$ cat config.mk
export PLATFORM = sky130hd
export DESIGN_NAME = dram_addr_normalizer
export DESIGN_NICKNAME = d
export VERILOG_FILES = /design/src/rtl/adn_pkg.sv /design/src/rtl/adn_cfg_regs.sv /design/src/rtl/adn_dehash.sv /design/src/rtl/dram_addr_normalizer.sv
export SDC_FILE = /design/constraint.sdc
export NUM_CORES = 1
export LEC_CHECK = 0
export BUFFER_PORTS_ARGS = -buffer_cell sky130_fd_sc_hd__clkbuf_2
export CORE_ASPECT_RATIO = 1.25
export CORE_MARGIN = 2
export CORE_UTILIZATION = 33
export CTS_CLUSTER_SIZE = 30
export DETAILED_ROUTE_END_ITERATION = 10
export PLACE_DENSITY = 0.54
export RECOVER_POWER = 25
export REMOVE_ABC_BUFFERS = 1
export SLEW_MARGIN = 40
export SYNTH_ARGS = -nofsm -noshare
export SYNTH_HDL_FRONTEND = slang
export SYNTH_SLANG_ARGS = --single-unit
$ cat constraint.sdc
create_clock -name clk -period 7.05 [get_ports clk]
set_input_delay 0.3525 -clock clk [delete_from_list [all_inputs] [get_ports clk]]
set_output_delay 0.3525 -clock clk [all_outputs]
set_load 0.05 [all_outputs]
$ cat src/rtl/adn_pkg.sv
package adn_pkg;

   localparam int HASH_WORD_W = 32;
   localparam int COL_MASK_W  = 13;
   localparam int ROW_MASK_W  = 18;

   typedef struct packed {
      logic [ROW_MASK_W-1:0] row_mask;
      logic [COL_MASK_W-1:0] col_mask;
      logic                  en;
   } hash_word_t;

endpackage

$ cat src/rtl/adn_cfg_regs.sv
module adn_cfg_regs
   import adn_pkg::*;
#(
   parameter int NUM_BANK_HASH = 4,
   parameter int IDX_W         = 3,
   parameter int DATA_W        = 32,
   parameter int BXOR_W        = 6
) (
   input  logic                          clk,
   input  logic                          rst_n,
   input  logic                          we_i,
   input  logic [IDX_W-1:0]              idx_i,
   input  logic [DATA_W-1:0]             wdata_i,
   output hash_word_t [NUM_BANK_HASH-1:0] bank_hash_o,
   output hash_word_t                    pc_hash_o,
   output logic [BXOR_W-1:0]             bank_xor_o
);

   localparam int PC_IDX   = NUM_BANK_HASH;
   localparam int BXOR_IDX = NUM_BANK_HASH + 1;

   generate
      if (DATA_W != HASH_WORD_W) begin : g_bad_data_w
         $error("adn_cfg_regs: DATA_W must equal the hash word width");
      end
      if ((1 << IDX_W) < NUM_BANK_HASH + 2) begin : g_bad_idx_w
         $error("adn_cfg_regs: IDX_W too small for register count");
      end
      if (BXOR_W > DATA_W) begin : g_bad_bxor_w
         $error("adn_cfg_regs: BXOR_W exceeds data width");
      end
   endgenerate

   for (genvar g = 0; g < NUM_BANK_HASH; g++) begin : g_bank_reg
      always_ff @(posedge clk or negedge rst_n) begin
         if (!rst_n)
            bank_hash_o[g] <= '0;
         else if (we_i && (int'(idx_i) == g))
            bank_hash_o[g] <= hash_word_t'(wdata_i);
      end
   end

   always_ff @(posedge clk or negedge rst_n) begin
      if (!rst_n) begin
         pc_hash_o  <= '0;
         bank_xor_o <= '0;
      end else if (we_i) begin
         if (int'(idx_i) == PC_IDX)   pc_hash_o  <= hash_word_t'(wdata_i);
         if (int'(idx_i) == BXOR_IDX) bank_xor_o <= wdata_i[BXOR_W-1:0];
      end
   end

   // Writes to unused indices leave every register untouched.
   p_unused_index_r7: assert property (@(posedge clk) disable iff (!rst_n)
      (we_i && (int'(idx_i) > BXOR_IDX)) |=>
         ($stable(bank_hash_o) && $stable(pc_hash_o) && $stable(bank_xor_o)));

endmodule

$ cat src/rtl/adn_dehash.sv
module adn_dehash
   import adn_pkg::*;
#(
   parameter int NUM_BANK_HASH = 4,
   parameter int COL_W         = 5,
   parameter int ROW_W         = 15,
   parameter int STK_W         = 2,
   parameter int BXOR_W        = 6
) (
   input  logic [COL_W-1:0]               col_i,
   input  logic [ROW_W-1:0]               row_i,
   input  logic [NUM_BANK_HASH-1:0]       bank_i,
   input  logic                           pc_i,
   input  logic [STK_W-1:0]               stk_i,
   input  hash_word_t [NUM_BANK_HASH-1:0] bank_hash_i,
   input  hash_word_t                     pc_hash_i,
   input  logic [BXOR_W-1:0]              bank_xor_i,
   output logic [NUM_BANK_HASH-1:0]       bank_o,
   output logic                           pc_o
);

   // Extended bank: {stack, one zero gap bit, bank}.
   localparam int EXT_W = NUM_BANK_HASH + 1 + STK_W;

   generate
      if (COL_W > COL_MASK_W) begin : g_bad_col_w
         $error("adn_dehash: COL_W wider than column mask");
      end
      if (ROW_W > ROW_MASK_W) begin : g_bad_row_w
         $error("adn_dehash: ROW_W wider than row mask");
      end
      if (BXOR_W > EXT_W) begin : g_bad_bxor_w
         $error("adn_dehash: BXOR_W wider than extended bank");
      end
   endgenerate

   logic [COL_MASK_W-1:0] col_ext;
   logic [ROW_MASK_W-1:0] row_ext;
   assign col_ext = COL_MASK_W'(col_i);
   assign row_ext = ROW_MASK_W'(row_i);

   for (genvar g = 0; g < NUM_BANK_HASH; g++) begin : g_bank_bit
      logic flip;
      assign flip = bank_hash_i[g].en &
                    ((^(col_ext & bank_hash_i[g].col_mask)) ^
                     (^(row_ext & bank_hash_i[g].row_mask)));
      assign bank_o[g] = bank_i[g] ^ flip;
   end

   logic [EXT_W-1:0] bank_ext;
   logic [EXT_W-1:0] bxor_mask;
   logic             pc_flip;
   assign bank_ext  = {stk_i, 1'b0, bank_o};
   assign bxor_mask = EXT_W'(bank_xor_i);
   assign pc_flip   = pc_hash_i.en &
                      ((^(col_ext & pc_hash_i.col_mask)) ^
                       (^(row_ext & pc_hash_i.row_mask)) ^
                       (^(bank_ext & bxor_mask)));
   assign pc_o = pc_i ^ pc_flip;

   // A bank bit only changes when its hash word is enabled.
   always_comb begin
      for (int i = 0; i < NUM_BANK_HASH; i++) begin
         p_bank_needs_enable_r3: assert (bank_hash_i[i].en || (bank_o[i] == bank_i[i]));
      end
      p_pc_needs_enable_r4: assert (pc_hash_i.en || (pc_o == pc_i));
   end

endmodule

$ cat src/rtl/dram_addr_normalizer.sv
module dram_addr_normalizer
   import adn_pkg::*;
#(
   parameter int ROW_W = 15,
   parameter int STK_W = 2
) (
   input  logic                      clk,
   input  logic                      rst_n,
   input  logic                      cfg_we,
   input  logic [2:0]                cfg_idx,
   input  logic [31:0]               cfg_wdata,
   input  logic                      in_valid,
   output logic                      in_ready,
   input  logic [ROW_W+STK_W+10:0]   in_addr,
   output logic                      out_valid,
   input  logic                      out_ready,
   output logic [ROW_W+STK_W+13:0]   out_addr
);

   // The interleaved output order is fixed for these two widths.
   localparam int COL_W    = 5;
   localparam int BANK_W   = 4;
   localparam int BXOR_W   = 6;
   localparam int COL_LSB  = 1;
   localparam int BANK_LSB = COL_LSB + COL_W;
   localparam int ROW_LSB  = BANK_LSB + BANK_W;
   localparam int PC_POS   = ROW_LSB + ROW_W;
   localparam int STK_LSB  = PC_POS + 1;
   localparam int IN_W     = STK_LSB + STK_W;
   localparam int OUT_ROW  = ROW_W - 1;
   localparam int OUT_W    = 15 + OUT_ROW + STK_W;

   generate
      if (IN_W != ROW_W + STK_W + 11) begin : g_bad_in_w
         $error("dram_addr_normalizer: input width mismatch");
      end
      if (OUT_W != ROW_W + STK_W + 14) begin : g_bad_out_w
         $error("dram_addr_normalizer: output width mismatch");
      end
      if (ROW_W < 2 || STK_W < 1) begin : g_bad_fields
         $error("dram_addr_normalizer: field widths too small");
      end
   endgenerate

   hash_word_t [BANK_W-1:0] bank_hash;
   hash_word_t              pc_hash;
   logic [BXOR_W-1:0]       bank_xor;

   adn_cfg_regs #(
      .NUM_BANK_HASH (BANK_W),
      .IDX_W         (3),
      .DATA_W        (32),
      .BXOR_W        (BXOR_W)
   ) u_cfg (
      .clk         (clk),
      .rst_n       (rst_n),
      .we_i        (cfg_we),
      .idx_i       (cfg_idx),
      .wdata_i     (cfg_wdata),
      .bank_hash_o (bank_hash),
      .pc_hash_o   (pc_hash),
      .bank_xor_o  (bank_xor)
   );

   logic [COL_W-1:0]  f_col;
   logic [BANK_W-1:0] f_bank;
   logic [ROW_W-1:0]  f_row;
   logic              f_pc;
   logic [STK_W-1:0]  f_stk;
   assign f_col  = in_addr[COL_LSB  +: COL_W];
   assign f_bank = in_addr[BANK_LSB +: BANK_W];
   assign f_row  = in_addr[ROW_LSB  +: ROW_W];
   assign f_pc   = in_addr[PC_POS];
   assign f_stk  = in_addr[STK_LSB  +: STK_W];

   logic [BANK_W-1:0] clean_bank;
   logic              clean_pc;

   adn_dehash #(
      .NUM_BANK_HASH (BANK_W),
      .COL_W         (COL_W),
      .ROW_W         (ROW_W),
      .STK_W         (STK_W),
      .BXOR_W        (BXOR_W)
   ) u_dehash (
      .col_i       (f_col),
      .row_i       (f_row),
      .bank_i      (f_bank),
      .pc_i        (f_pc),
      .stk_i       (f_stk),
      .bank_hash_i (bank_hash),
      .pc_hash_i   (pc_hash),
      .bank_xor_i  (bank_xor),
      .bank_o      (clean_bank),
      .pc_o        (clean_pc)
   );

   logic [OUT_W-1:0] packed_addr;
   assign packed_addr = {f_stk, f_row[OUT_ROW-1:0], f_col[4], clean_bank[1:0],
                         clean_bank[3:2], f_col[3:2], clean_pc, f_col[1:0], 5'b0};

   logic accept;
   logic valid_q;
   logic [OUT_W-1:0] addr_q;

   assign in_ready = !valid_q || out_ready;
   assign accept   = in_valid && in_ready;

   always_ff @(posedge clk or negedge rst_n) begin
      if (!rst_n) begin
         valid_q <= 1'b0;
         addr_q  <= '0;
      end else if (accept) begin
         valid_q <= 1'b1;
         addr_q  <= packed_addr;
      end else if (out_ready) begin
         valid_q <= 1'b0;
      end
   end

   assign out_valid = valid_q;
   assign out_addr  = addr_q;

   logic any_en;
   always_comb begin
      any_en = pc_hash.en;
      for (int i = 0; i < BANK_W; i++) any_en = any_en | bank_hash[i].en;
   end

   p_result_follows_accept_r8: assert property (@(posedge clk) disable iff (!rst_n)
      accept |=> out_valid);

   p_stall_holds_r9: assert property (@(posedge clk) disable iff (!rst_n)
      (out_valid && !out_ready) |=> (out_valid && $stable(out_addr)));

   p_idle_ready_r9: assert property (@(posedge clk) disable iff (!rst_n)
      !out_valid |-> in_ready);

   // Zero bit of the request never reaches the result; low bits stay clear.
   p_low_bits_clear_r1: assert property (@(posedge clk) disable iff (!rst_n)
      (accept && in_addr[0]) |=> (out_addr[4:0] == 5'b0));

   p_plain_repack_r2: assert property (@(posedge clk) disable iff (!rst_n)
      (accept && !any_en) |=>
         ((out_addr[13:10] == {$past(in_addr[BANK_LSB +: 2]), $past(in_addr[BANK_LSB+2 +: 2])})
          && (out_addr[7] == $past(in_addr[PC_POS]))));

endmodule

# Yosys cells after proc, flatten, opt, wreduce, memory -nomap -nowiden
# Index checks and enable logic that the tools add are counted.
[word_totals]
inputBits = 68
ff_bits = 193
wordCells = 74
output_inout_bits = 33
[op_classes]
n_eq_ne = 5
bitwise = 27
mux = 2
n_reduce_logical = 22
[ops]
columns = ["operator", "n"]
rows = [
  ["$and A15 B18 Y18", 5],
  ["$reduce_xor A18 Y1", 5],
  ["$and A5 B13 Y13", 5],
  ["$reduce_xor A13 Y1", 5],
  ["$eq A3 B3 Y1 const B", 4],
  ["$xor A1 B1 Y1", 11],
  ["$and A7 B6 Y7", 1],
  ["$reduce_xor A7 Y1", 1],
  ["$and A1 B1 Y1", 5],
  ["$logic_and A1 B1 Y1", 5],
  ["$reduce_and A2 Y1", 2],
  ["$eq A3 B2 Y1 const B", 1],
  ["$logic_not A3 Y1", 1],
  ["$mux W1", 2],
  ["$reduce_bool A2 Y1", 1],
  ["$logic_not A1 Y1", 1],
  ["$logic_or A1 B1 Y1", 1],
]

# Logic depth before layout (Yosys ltp)
# Gate-level depths: netlist of the first run.
[logic_depth]
word_depth = 10
ltp_mapped = 11
mapped_depth_nobuf = 11

# Cells and area by module
# From an unflattened synthesis of the first run, not the netlist that was laid out.
[hier_totals]
hier_cells = 635
area_unflattened_um2 = 8876.0
[by_module_without_submodules]
columns = ["mod", "seq_area_each_um2", "n_inst", "area_per_inst_um2", "cells_each"]
rows = [
  ["adn_cfg_regs", 4154.0, 1, 6299.8, 357],
  ["adn_dehash", 0.0, 1, 1437.6, 214],
  ["dram_addr_normalizer", 675.6, 1, 1138.6, 64],
]

# Worst setup path after synthesis of the first run
# OpenSTA, ideal clock, no wires.
[synth_path]
path_kind = "reg-to-reg"
startpoint = "register u_cfg.bank_hash_o[46] (netlist name)"
endpoint = "register addr_q[7], in the netlist out_addr[7]"
required_time_ps = 6966
period_less_slack_ps = 2654
setup_slack_ps = 4396
path_stages_with_launch = 12
path_buffers = 0
arrival_ps = 2570
setup_ps = 84
cell_sequence = "dfrtp_1 > nand2_1 > xor2_1 > xnor2_1 > xnor3_1 > xnor2_1 > o21a_1 > o21ai_1 > xnor3_1 > xnor2_1 > or3_1 > a41oi_2"
[synth_via]
elab_chain_cells = 10
[synth_rtl]
columns = ["item", "line", "text"]
rows = [
  ["start: declaration", "adn_cfg_regs.sv:14", "output hash_word_t [NUM_BANK_HASH-1:0] bank_hash_o,"],
  ["start signal: indexed assignment", "adn_cfg_regs.sv:39", "bank_hash_o[g] <= hash_word_t'(wdata_i);"],
  ["$and A15 B18 Y18", "adn_dehash.sv:46", "(^(row_ext & bank_hash_i[g].row_mask)));"],
  ["$reduce_xor A18 Y1", "adn_dehash.sv:46", ""],
  ["$xor A1 B1 Y1", "adn_dehash.sv:45", "((^(col_ext & bank_hash_i[g].col_mask)) ^"],
  ["$and A1 B1 Y1", "adn_dehash.sv:44", "assign flip = bank_hash_i[g].en &"],
  ["$xor A1 B1 Y1", "adn_dehash.sv:47", "assign bank_o[g] = bank_i[g] ^ flip;"],
  ["$and A7 B6 Y7", "adn_dehash.sv:58", "(^(bank_ext & bxor_mask)));"],
  ["$reduce_xor A7 Y1", "adn_dehash.sv:58", ""],
  ["$xor A1 B1 Y1", "adn_dehash.sv:57", "(^(row_ext & pc_hash_i.row_mask)) ^"],
  ["$and A1 B1 Y1", "adn_dehash.sv:55", "assign pc_flip = pc_hash_i.en &"],
  ["$xor A1 B1 Y1", "adn_dehash.sv:59", "assign pc_o = pc_i ^ pc_flip;"],
  ["end signal: assignment", "dram_addr_normalizer.sv:115", "addr_q <= packed_addr;"],
  ["end: declaration", "dram_addr_normalizer.sv:104", "logic [OUT_W-1:0] addr_q;"],
]
# Every way passes these cells.
# A chain may end at the register's enable or synchronous reset.

==> impl_metrics.py, run 1 <==
metrics = {
    "clock_tree": {
        "cts_buffer_depth": 2,
        "cts_max_level": 4,
        "clkLatencyLatePin_ps": 420,
        "cts_num_sinks": 137,
        "post_cts_buffers": 0,
        "cts_tree": "built",
        "cts_made_buffers": 17,
        "clockRootBuffer": "clkbuf_16",
        "clk_pin_slew_ps": 50,
        "cts_resized": 0,
        "cts_hold_buf": 1,
    },
    "worst_setup_path": {
        "crit_type": "input port to asynchronous set/reset pin",
        "worst_setup_path_end_kind": "asynchronous set/reset pin",
        "reg2reg_depth": 11,
        "crit_family": "buffers and inverters",
        "rr_startpoint": "u_cfg.bank_hash_o[120]$_DFFE_PN0P_",
        "path_depth": 3,
        "cp.required_ps": 7540,
        "crit_fanout": 80,
        "slowest_stage": "clkbuf_1",
        "crit_path_cell_trace": "dlygate4sd3_1 -> clkbuf_1 -> clkbuf_8",
        "cp.arrival_ps": 4270,
        "crit_buf_inv": 3,
        "r2r_slack_ps": 3880,
        "crit_end": "u_cfg.bank_hash_o[21]$_DFFE_PN0P_",
        "critPathMaxStageDelay_ps": 2340,
        "cp-start-kind": "input port",
        "critPathLaunch": "rst_n",
        "r2r-end": "out_addr[7]$_DFFE_PN0P_",
    },
    "floorplanning": {
        "ios": 101,
        "start_util_pct": 33.67,
        "core-area_um2": 19470,
        "die_x_um": 130.1,
        "die_h_um": 161.6,
        "core.rowCount": 57,
        "dieArea_um2": 21010,
    },
    "sta": {
        "holdWs_ps": 162.7,
        "fmax_ghz": 0.2649,
        "skew_ps": 6.476,
        "setup_viol": 0,
        "drv_slew": 104,
        "rsz0062_at_grt": "false",
        "final_hold_viol_count": 0,
        "finalCritPeriodShare_pct": 53.54,
        "maxSlewHeadroom_pct": -122.7,
        "min_period_ps": 3774,
        "worst_slack_ps": 3276,
        "tightest_slew_ps": 3340,
        "fin_setup_tns_ps": 0,
    },
    "cells_and_area": {
        "fillers": 1858,
        "design_area_um2": 7914,
        "fin_util_pct": 40.65,
        "final_cell_mix": "137 x dfrtp_1, 128 x mux2_2, 101 x nand2_1",
        "num-nets-final": 690,
        "area_growth_pct": 20.73,
        "diodes": 0,
        "final_common_cell": "dfrtp_1",
        "layout-drive-gt1-share_pct": 40.79,
    },
    "power": {
        "p_leak_nw": 3.424,
        "p_comb_share_pct": 34.4,
        "clkPwrFrac_pct": 30.6,
        "seqPwrFrac_pct": 35.0,
        "p_switching_mw": 0.9589,
        "power.density_nw_per_um2": 375.5,
        "ir_drop_mv": 0.1750,
        "internal-power_mw": 2.012,
        "p_sw_share_pct": 32.27,
    },
    "yosys": {
        "synth_seq_cells": 137,
        "synthesis.area_um2": 6555,
        "avgSynthCellArea_um2": 12.46,
        "syn_inst": 526,
        "yosysWarningCount": 0,
        "synth-edff-count": 0,
        "synth_flop_cell": "dfrtp_1",
        "ys_seq_area_share_pct": 52.30,
        "synth_cell_types": 30,
        "synthArstFlopShare_pct": 100.0,
    },
    "placement": {
        "io_buffers": 83,
        "dpl_cell_area_um2": 7313,
        "pre_cts_ws_ps": 3688,
        "dp_hpwl_mm": 10.88,
        "place_congestion": 0.7276,
    },
    "routing": {
        "viasPerCell": 4.539,
        "wl_per_cell_um": 17.01,
        "drc_errors": 0,
        "drtIter0Drc": 201,
        "firstDrtPassIters": 4,
        "drtAntennaViolNets": 0,
        "vias": 4085,
        "routed_wl_mm": 15.31,
    },
    "global_routing": {
        "grt_max_degree": 81,
        "grt_pass1_wl_mm": 24.61,
        "grt_antenna_before_repair": 0,
        "grtUsageTotal_pct": 15.80,
        "grt_overflow": 0,
        "grt_pass1_vias": 4475,
    },
    "status": {
        "status": "finished with violations",
        "violations": "max-capacitance violations, max-slew violations",
    },
    "flow_run": {
        "drv_cap": 3,
    },
    "worst_hold_path": {
        "hp-class": "input port to flop",
    },
}
-- final cells by class --
cell class                 count  area, µm²  share of cell area [%]
clock buffer                  20      456.7                   5.771
clock inverter                12      148.9                   1.881
inverter                       3      11.26                  0.1423
multi-input combinational    372       3064                   38.72
sequential                   137       3428                   43.32
tap                          265      331.6                   4.190
timing repair buffer          91      473.0                   5.976
-- worst min-delay path by stage --
| stage | slack (ps) | depth (start not counted) | end | start |
|---|---|---|---|---|
| 2_1_floorplan | 60 | 0 | out_addr[10]$_DFFE_PN0P_ | rst_n |
| 3_3_place_gp | 350 | 1 | out_addr[23]$_DFFE_PN0P_ | rst_n |
| 3_5_place_dp | 360 | 1 | out_addr[23]$_DFFE_PN0P_ | rst_n |
| 4_1_cts | 150 | 2 | out_addr[30]$_DFFE_PN0P_ | in_addr[27] |
| 5_1_grt | 170 | 2 | out_addr[30]$_DFFE_PN0P_ | in_addr[27] |
| 6_report | 160 | 2 | out_addr[30]$_DFFE_PN0P_ | in_addr[27] |
-- state kept, by name, summed over array words and instances, names as in the netlist --
signal / flops
u_cfg.bank_hash_o: 84
out_addr: 26
u_cfg.pc_hash_o: 21
u_cfg.bank_xor_o: 5
out_valid: 1
-- power groups by stage --
stage | clock [mW] | sequential (mW) | combinational [mW]
floorplan | 0 | 1.15 | 0.681
global placement | 0 | 1.05 | 1.02
detailed placement | 0 | 1.05 | 1.04
CTS | 0.928 | 1.04 | 1.04
global route | 0.963 | 1.06 | 1.11
finish | 0.908 | 1.04 | 1.02
-- through the flow --
step           total power, mW  instances
2_1_floorplan            1.831        512
3_3_place_gp             2.063        867
3_5_place_dp             2.092        867
4_1_cts                  3.011        900
5_1_grt                  3.136        900
6_report                 2.971        900
-- synth_stat cells (2+ instances only) --
library cell / instances / area, µm²
a21oi_1: 3 / 15.01
and3b_1: 2 / 17.52
buf_1: 2 / 7.510
buf_4: 5 / 37.54
clkbuf_1: 11 / 41.29
dfrtp_1: 137 / 3428
inv_1: 3 / 11.26
mux2_2: 128 / 1441
nand2_1: 101 / 379.1
nand2_2: 5 / 31.28
nand2b_1: 5 / 31.28
nand4b_1: 2 / 17.52
nor2_1: 2 / 7.510
nor3_1: 5 / 25.02
nor3b_1: 2 / 15.01
o21a_1: 2 / 15.01
o21ai_0: 6 / 30.03
o21ai_1: 2 / 10.01
xnor2_1: 66 / 578.1
xnor2_2: 3 / 48.80
xnor3_1: 5 / 112.6
xor2_1: 21 / 183.9
-- cell families after synthesis --
logic type	share of synthesized area, %
muxes	21.99
other	0.05721
and+or+nand+nor	8.246
buffers and inverters	1.489
DFF	52.30
AOI/OAI and AO/OA	1.832
xor gates and xnor gates	14.09
-- worst reg2reg max path, delay by kind of cell, from the launching register on --
family / cells / cell delay [ps]
AO/OA/AOI/OAI: 3 / 550
AND/OR/NAND/NOR: 2 / 400
flip-flops: 1 / 370
XOR/XNOR: 6 / 1760
-- layer usage --
layer,wire length (µm),global-route usage (%)
met1,6773,20.08
met2,7890,26.80
met3,410,2.915
met4,231,5.621
met5,0,0
(Power assumes the default switching activity.)
==> inputs of run 2 (changes only) <==
--- a/config.mk
+++ b/config.mk
@@ -11,7 +11,7 @@
 export CORE_UTILIZATION = 33
 export CTS_CLUSTER_SIZE = 30
 export DETAILED_ROUTE_END_ITERATION = 10
-export PLACE_DENSITY = 0.54
+export PLACE_DENSITY = 0.56
 export RECOVER_POWER = 25
 export REMOVE_ABC_BUFFERS = 1
 export SLEW_MARGIN = 40
==> constraint.sdc (replaced) <==
create_clock -name clk -period 3.4 [get_ports clk]
set_input_delay 0.17 -clock clk [delete_from_list [all_inputs] [get_ports clk]]
set_output_delay 0.17 -clock clk [all_outputs]
set_load 0.05 [all_outputs]
==> impl_metrics.py, run 2 (same netlist as run 1, synthesis figures left out) <==
metrics = {
    "global_routing": {
        "grt_max_degree": 93,
        "grt_antenna_before_repair": 0,
        "grtUsageTotal_pct": 15.82,
        "grt_overflow": 0,
        "grt_pass1_wl_mm": 24.92,
        "grt_pass1_vias": 4515,
    },
    "cells_and_area": {
        "area_growth_pct": 21.61,
        "final_cell_mix": "137 x dfrtp_1, 128 x mux2_2, 101 x nand2_1",
        "num-nets-final": 692,
        "largest_register_ff_count": 84,
        "top_register": "u_cfg.bank_hash_o",
        "diodes": 0,
        "layout-drive-gt1-share_pct": 40.66,
        "final_cells": 902,
        "fin_util_pct": 40.94,
        "final_common_cell": "dfrtp_1",
    },
    "placement": {
        "place_inst": 867,
        "place_congestion": 0.7513,
        "dp_hpwl_mm": 10.94,
        "io_buffers": 83,
    },
    "floorplanning": {
        "die_h_um": 161.6,
        "core.rowCount": 57,
        "ios": 101,
        "core-area_um2": 19470,
        "dieArea_um2": 21010,
        "start_util_pct": 33.67,
        "die_x_um": 130.1,
    },
    "sta": {
        "fmax_ghz": 0.3304,
        "fin_setup_tns_ps": 0,
        "skew_ps": 6.786,
        "tightest_slew_ps": 2393,
        "min_period_ps": 3027,
        "final_hold_viol_count": 0,
        "finalCritPeriodShare_pct": 89.03,
        "setup_viol": 0,
        "rsz0062_at_grt": "false",
        "holdWs_ps": 45.53,
        "drv_slew": 138,
        "maxSlewHeadroom_pct": -59.51,
    },
    "clock_tree": {
        "cts_tree": "built",
        "clockRootBuffer": "clkbuf_16",
        "cts_buffer_depth": 2,
        "clk_pin_slew_ps": 60,
        "cts_resized": 0,
        "cts_max_level": 4,
        "clkLatencyLatePin_ps": 420,
        "cts_num_sinks": 137,
        "cts_made_buffers": 17,
    },
    "worst_setup_path": {
        "crit_path_cell_trace": "nand2_1 -> xor2_1 -> xnor2_1 -> xnor3_1 -> xnor2_1 -> a21boi_0 -> o21ai_1 -> xnor3_1 -> xnor2_1 -> or3_1 -> a41oi_2",
        "worst_setup_path_end_kind": "flop",
        "slowest_stage": "xnor3_1",
        "cpMostUsedCell": "xnor2_1",
        "critPathMaxStageDelay_ps": 430,
        "cp-start-kind": "flop",
        "crit_type": "flop to flop",
        "cp.arrival_ps": 3360,
        "cp.required_ps": 3740,
        "crit_family": "XOR/XNOR gates",
        "crit_buf_inv": 0,
        "crit_fanout": 2,
    },
    "routing": {
        "vias": 4156,
        "firstDrtPassIters": 4,
        "viasPerCell": 4.608,
        "drtAntennaViolNets": 0,
        "drc_errors": 0,
        "drtIter0Drc": 155,
        "routed_wl_mm": 15.24,
        "wl_per_cell_um": 16.89,
    },
    "status": {
        "violations": "max-capacitance violations, max-slew violations",
        "status": "finished with violations",
    },
    "worst_hold_path": {
        "hp-class": "input port to flop",
    },
    "power": {
        "ir_drop_mv": 0.3314,
        "power.density_nw_per_um2": 784.7,
        "p_leak_nw": 3.447,
    },
    "flow_run": {
        "drv_cap": 3,
    },
}
[run 2: cell type report]
type	count	area, µm²
fillers	1871	11500
flip-flops and latches	137	3428
multi-input cells	372	3064
repair buffers	93	496.7
clock buffers	21	470.5
well taps	265	331.6
clock inverters	11	168.9
inverters	3	11.26
[run 2: where the power goes]
group | leakage (nW) | switching (mW) | internal (mW)
Sequential | 1.63 | 0.173 | 1.99
Clock | 0.301 | 0.698 | 1.28
Combinational | 1.51 | 1.11 | 1.00
Total | 3.45 | 1.98 | 4.27
[run 2: what timing repair did]
item	4_1_cts	5_1_grt
hold buffers	3	0
buffers inserted	0	0
endpoints found under the hold margin	93	0
[run 2: worst paths after layout]
| path | from | to | slack (ps) | cells past startpoint |
|---|---|---|---|---|
| max | u_cfg.bank_hash_o[120]$_DFFE_PN0P_ | out_addr[7]$_DFFE_PN0P_ | 370 | 11 |
| min | cfg_wdata[19] | u_cfg.bank_hash_o[19]$_DFFE_PN0P_ | 50 | 2 |
| max reg2reg | u_cfg.bank_hash_o[120]$_DFFE_PN0P_ | out_addr[7]$_DFFE_PN0P_ | 370 | 11 |
| min reg2reg | out_addr[29]$_DFFE_PN0P_ | out_addr[29]$_DFFE_PN0P_ | 510 | 1 |
| max in group asynchronous | rst_n | u_cfg.bank_hash_o[116]$_DFFE_PN0P_ | 980 | 2 |
| min in group asynchronous | rst_n | out_addr[28]$_DFFE_PN0P_ | 1030 | 2 |
[run 2: metal layers]
metal  global-route usage (%)  vias to the layer above  share of wire (%)
li1                         -                     1960                  -
met1                    19.08                     2107                 41
met2                    27.65                       74                 53
met3                    3.677                       15                3.9
met4                    5.132                        0                1.6
met5                        0                        -                  0
[run 2: through the flow]
step	power (mW)	setup WS, ps	instance area [µm²]
after floorplan	3.797	746.0	6484
after global placement	4.278	391.5	7322
after detailed placement	4.337	280.8	7326
after CTS	6.349	288.6	7995
after global routing	6.614	105.4	7971
final	6.255	372.9	7971
